### config.mk
export PLATFORM = sky130hd
export DESIGN_NAME = i2c_sclk_div
export DESIGN_NICKNAME = d
export VERILOG_FILES = /design/src/rtl/sclk_pkg.sv /design/src/rtl/sclk_cfg.sv /design/src/rtl/sclk_halfcnt.sv /design/src/rtl/sclk_level.sv /design/src/rtl/i2c_sclk_div.sv
export SDC_FILE = /design/constraint.sdc
export NUM_CORES = 1
export LEC_CHECK = 0
export ABC_AREA = 1
export BUFFER_PORTS_ARGS = -buffer_cell sky130_fd_sc_hd__buf_2
export CORE_UTILIZATION = 25
export DETAILED_ROUTE_END_ITERATION = 6
export PLACE_DENSITY_LB_ADDON = 0.3
export SYNTH_ARGS = -nofsm -noshare
export SYNTH_HDL_FRONTEND = slang
export SYNTH_HIERARCHICAL = 1
export SYNTH_SLANG_ARGS = --single-unit
### constraint.sdc
create_clock -name clk -period 1.65 [get_ports clk]
set_input_delay 0.2475 -clock clk [delete_from_list [all_inputs] [get_ports clk]]
set_output_delay 0.2475 -clock clk [all_outputs]
set_load 0.005 [all_outputs]
### src/rtl/sclk_pkg.sv
package sclk_pkg;
  localparam int DIV_W   = 8;
  localparam int CNT_W   = DIV_W + 1;
  localparam int HALF_OFS = 3;   // half period = DIV + HALF_OFS ticks
  localparam int MIN_RAW  = 3;   // minimum DIV, filter off
  localparam int MIN_FILT = 6;   // minimum DIV, filter on

  typedef logic [DIV_W-1:0] div_t;
  typedef logic [CNT_W-1:0] cnt_t;

  function automatic div_t min_div(input logic filt);
    return filt ? div_t'(MIN_FILT) : div_t'(MIN_RAW);
  endfunction

  function automatic logic div_illegal(input div_t d, input logic filt);
    return d < min_div(filt);
  endfunction

  function automatic div_t eff_div(input div_t d, input logic filt);
    return div_illegal(d, filt) ? min_div(filt) : d;
  endfunction

  // counter starts at half-1 and fires on reaching zero
  function automatic cnt_t reload_of(input div_t d);
    return cnt_t'(d) + cnt_t'(HALF_OFS - 1);
  endfunction
endpackage

### src/rtl/sclk_cfg.sv
module sclk_cfg
  import sclk_pkg::*;
(
  input  logic clk,
  input  logic rst_n,
  input  logic run,
  input  logic filt_en,
  input  div_t div_raw,
  input  logic load,
  output div_t next_div,
  output div_t active_div,
  output logic div_low,
  output logic cfg_err
);
  assign div_low  = div_illegal(div_raw, filt_en);
  assign next_div = eff_div(div_raw, filt_en);

  always_ff @(posedge clk or negedge rst_n) begin
    if (!rst_n) begin
      active_div <= div_t'(MIN_RAW);
    end else if (!run || load) begin
      active_div <= next_div;
    end
  end

  always_ff @(posedge clk or negedge rst_n) begin
    if (!rst_n)              cfg_err <= 1'b0;
    else if (run && div_low) cfg_err <= 1'b1;
  end


  cfg_err_sticky_chk: assert property (@(posedge clk) disable iff (!rst_n)
    cfg_err |=> cfg_err);

  cfg_err_set_chk: assert property (@(posedge clk) disable iff (!rst_n)
    (run && div_low) |=> cfg_err);

  eff_not_below_min_chk: assert property (@(posedge clk) disable iff (!rst_n)
    active_div >= div_t'(MIN_RAW));
endmodule

### src/rtl/sclk_halfcnt.sv
module sclk_halfcnt
  import sclk_pkg::*;
(
  input  logic clk,
  input  logic rst_n,
  input  logic run,
  input  logic tick,
  input  div_t next_div,
  output cnt_t cnt,
  output logic half_done
);
  assign half_done = run && tick && (cnt == '0);

  always_ff @(posedge clk or negedge rst_n) begin
    if (!rst_n) begin
      cnt <= reload_of(div_t'(MIN_RAW));
    end else if (!run || half_done) begin
      cnt <= reload_of(next_div);
    end else if (tick) begin
      cnt <= cnt - 1'b1;
    end
  end


  cnt_hold_no_tick_chk: assert property (@(posedge clk) disable iff (!rst_n)
    (run && !tick) |=> $stable(cnt));
endmodule

### src/rtl/sclk_level.sv
module sclk_level (
  input  logic clk,
  input  logic rst_n,
  input  logic run,
  input  logic tick,
  input  logic half_done,
  output logic scl,
  output logic rise,
  output logic fall
);
  always_ff @(posedge clk or negedge rst_n) begin
    if (!rst_n) begin
      scl  <= 1'b1;
      rise <= 1'b0;
      fall <= 1'b0;
    end else if (!run) begin
      scl  <= 1'b1;
      rise <= 1'b0;
      fall <= 1'b0;
    end else if (half_done) begin
      scl  <= ~scl;
      rise <= ~scl;
      fall <= scl;
    end else begin
      rise <= 1'b0;
      fall <= 1'b0;
    end
  end


  edges_exclusive_chk: assert property (@(posedge clk) disable iff (!rst_n)
    !(rise && fall));

  fall_matches_level_chk: assert property (@(posedge clk) disable iff (!rst_n)
    fall |-> (!scl && $past(scl)));

  rise_matches_level_chk: assert property (@(posedge clk) disable iff (!rst_n)
    rise |-> (scl && !$past(scl)));

  edge_needs_tick_chk: assert property (@(posedge clk) disable iff (!rst_n)
    (rise || fall) |-> $past(tick));

  idle_high_chk: assert property (@(posedge clk) disable iff (!rst_n)
    !run |=> (scl && !rise && !fall));
endmodule

### src/rtl/i2c_sclk_div.sv
module i2c_sclk_div
  import sclk_pkg::*;
(
  input  logic             clk,
  input  logic             rst_n,
  input  logic             tick_i,
  input  logic             run_i,
  input  logic             filt_en_i,
  input  logic [0:DIV_W-1] div_i,
  output logic             scl_o,
  output logic             scl_rise_o,
  output logic             scl_fall_o,
  output logic             cfg_err_o
);
  div_t div_val;
  div_t next_div, active_div;
  cnt_t cnt;
  logic half_done, div_low;

  // big-endian field: div_i[0] is the MSB
  for (genvar b = 0; b < DIV_W; b++) begin : g_bitrev
    assign div_val[DIV_W-1-b] = div_i[b];
  end

  sclk_cfg u_cfg (
    .clk(clk), .rst_n(rst_n), .run(run_i), .filt_en(filt_en_i),
    .div_raw(div_val), .load(half_done), .next_div(next_div),
    .active_div(active_div), .div_low(div_low), .cfg_err(cfg_err_o)
  );

  sclk_halfcnt u_cnt (
    .clk(clk), .rst_n(rst_n), .run(run_i), .tick(tick_i),
    .next_div(next_div), .cnt(cnt), .half_done(half_done)
  );

  sclk_level u_lvl (
    .clk(clk), .rst_n(rst_n), .run(run_i), .tick(tick_i),
    .half_done(half_done), .scl(scl_o), .rise(scl_rise_o), .fall(scl_fall_o)
  );


  cnt_within_active_chk: assert property (@(posedge clk) disable iff (!rst_n)
    run_i |-> (cnt <= reload_of(active_div)));

  filt_min_chk: assert property (@(posedge clk) disable iff (!rst_n)
    (run_i && filt_en_i && !half_done) |=> (active_div >= div_t'(MIN_FILT)) || !$past(filt_en_i));
endmodule

==> results by group <==
Clock network
  • CTS root buffer: clkbuf_8
  • CTS clk-pin slew, worst paths: 60 ps
  • CTS tree: built
  • Clock Path Buffers: 2
  • H-tree Lvls: 1
  • Clock Latency Late Sink: 240 ps
  • CTS sink cnt: 13
  • Total CTS buffers: 3

Detailed routing
  • Routed len/inst: 9.76 um
  • DRC viols: 0
  • Final WL: 2.25 mm
  • DR pass1 iterations: 4
  • Post-DRT Antenna Nets: 0
  • Via density: 4.25
  • DRT iter0 DRCs: 19
  • Vias: 981

STA
  • Clock Skews: 4.99 ps
  • Final hold vios: 0
  • Final Hold Slack: 329 ps
  • Fin. max-slew vios: 0
  • Fin crit period: 1520 ps
  • Fmax: 0.656 GHz
  • Worst slew pin tran: 306 ps
  • Final setup viols: 0
  • RSZ-0062 raised after global routing: yes
  • Final period utilization: 92.3%
  • Slew HR: 79.6%
  • Post-Route Setup TNS: 0 ps
  • Worst Slack Setup Final: 127 ps

Global routing
  • Busiest layer in global routing: met2
  • Largest net degree at the start of global routing: 14
  • First-pass GRT wire length: 4.17 mm
  • Met1 Resource Use GR: 15.9%
  • Grt met2 use: 20.1%
  • Initial antenna violation count: 0
  • Total grt overflow: 0
  • GRT Overall Usage: 12.0%
  • Number of global-route vias before repair: 990
  • M3 GR Usage: 3.38%

Floorplanning
  • Die height: 67.2 um
  • Io pins: 17
  • # rows: 23
  • Core Area: 0.00403 mm2
  • Die Area: 0.00451 mm2
  • Die X: 67.2 um
  • Starting Density: 26.4%

Pwr
  • Pwr dens: 709 mW/mm2
  • Power share of the sequential group: 40.8%
  • Clock power share: 28.8%
  • Internal power: 664 uW
  • Lkg Pwr: 0.701 nW
  • Switching Share: 33.1%
  • Combinational power share: 30.4%
  • Worst VDD drop: 654 uV
  • Pwr Total: 993 uW
  • P_sw: 329 uW

Critical path
  • Max FO, Critical Path: 3
  • Critical Path RT: 1780 ps
  • Worst R2R Setup Slack: 130 ps
  • Critical Path AT: 1660 ps
  • FF-to-FF path depth: 10
  • Crit end category: flop
  • Critical R2R Capture: u_cnt/cnt[5]
  • Startpoint types: input pin
  • R2r startpoint: u_cnt/cnt[0]
  • Kind of critical path: input pin to flop

Cells and area
  • Fin nets: 198
  • Fin cells: 231
  • Antenna Cells: 0
  • Layout cell share with drive strength beyond 1: 35.4%
  • Fill count: 446
  • Synth-to-Final Area Change: 31.9%

Placement
  • Final Wtd Congestion: 0.838
  • Placed insts: 225
  • Dpl ws: -208 ps
  • Hpwl dp: 1.77 mm
  • PortBufs: 16

Synthesis
  • Syn nets: 170
  • Ys Warns: 6
  • Post-Synthesis Cells: 154
  • Mapped Avg Cell Area: 6.90 um2
  • Post-Synthesis Cell Area: 0.00106 mm2

Status
  • Status: completed

Worst hold path
  • Hold_sp: run_i
  • Hold EP: u_lvl/scl
  • Hold WC Path Type: input pin to flop
  • Worst hold stages: 2

Job
  • Max Cap Viol: 0
## registers in the layout, indices dropped and copies added (netlist names)
name and flops:
u_lvl/rise 1, u_lvl/scl 1, u_lvl/fall 1, u_cfg/cfg_err 1, u_cnt/cnt 9
## worst max-delay path by stage
stage                               to  slack (ps)       from
after detailed placement  u_cnt/cnt[7]        -210  filt_en_i
after global routing      u_cnt/cnt[7]         -20  filt_en_i
final                     u_cnt/cnt[7]         130  filt_en_i
after global placement    u_cnt/cnt[7]        -200  filt_en_i
after floorplan           u_cnt/cnt[7]          10  filt_en_i
after CTS                 u_cnt/cnt[7]          40  filt_en_i
## cell usage in the layout, fill, tap and decap left out, drive strengths merged
cell / instances
nand2: 47
dlygate4sd3: 1
o21ai: 3
nor2: 25
dfstp: 3
xnor2: 4
ha: 3
a21o: 1
inv: 21
xor2: 3
buf: 28
o21bai: 3
nand4: 2
o211ai: 3
clkinv: 1
nand3: 19
clkbuf: 3
dfrtp: 10
and2: 1
## final cells by class
class / count / area, um2 / share of cell area (%)
multi-input cells: 114 / 683 / 48.8
flip-flops and latches: 13 / 329 / 23.5
repair buffers: 29 / 196 / 14.0
inverters: 21 / 83.8 / 5.98
well taps: 50 / 62.6 / 4.46
clock buffers: 3 / 41.3 / 2.95
clock inverters: 1 / 5.00 / 0.357
## through the flow
stage	util [%]	area [um2]
2_1_floorplan	-	1110
3_3_place_gp	32.5	1310
3_5_place_dp	32.5	1310
4_1_cts	33.9	1370
5_1_grt	34.8	1400
6_report	34.8	1400
## worst max-delay path, stage by stage
cell      delay (ps)
buf_8             80
inv_6             30
ha_4             140
nor2_2           110
nand3_2          120
o21bai_1         160
and2_4           170
ha_4             140
nand3_2           60
nor2_2            90
xnor2_1          120
nand2_1           80
nand3_2           60
nand2_1           50
## power by group through the flow
stage                     Sequential (mW)  Clock (mW)  Combinational (mW)
after floorplan                     0.402           0               0.209
after global placement              0.411           0               0.295
after detailed placement            0.410           0               0.294
after CTS                           0.405       0.296               0.298
after global routing                0.412       0.311               0.348
final                               0.405       0.286               0.302
## what timing repair did
item	in CTS	in global routing
endpoints found under the setup margin	0	3
hold buffers	1	0
hold endpoints to repair	10	0
setup buffers	0	1
gates resized for setup	0	9
## layer usage
layer / share of wire, % / wire, um
met1: 50 / 1140
met2: 47 / 1050
met3: 2.9 / 65
met4: 0 / 0
met5: 0 / 0
(Power assumes the default switching activity.)
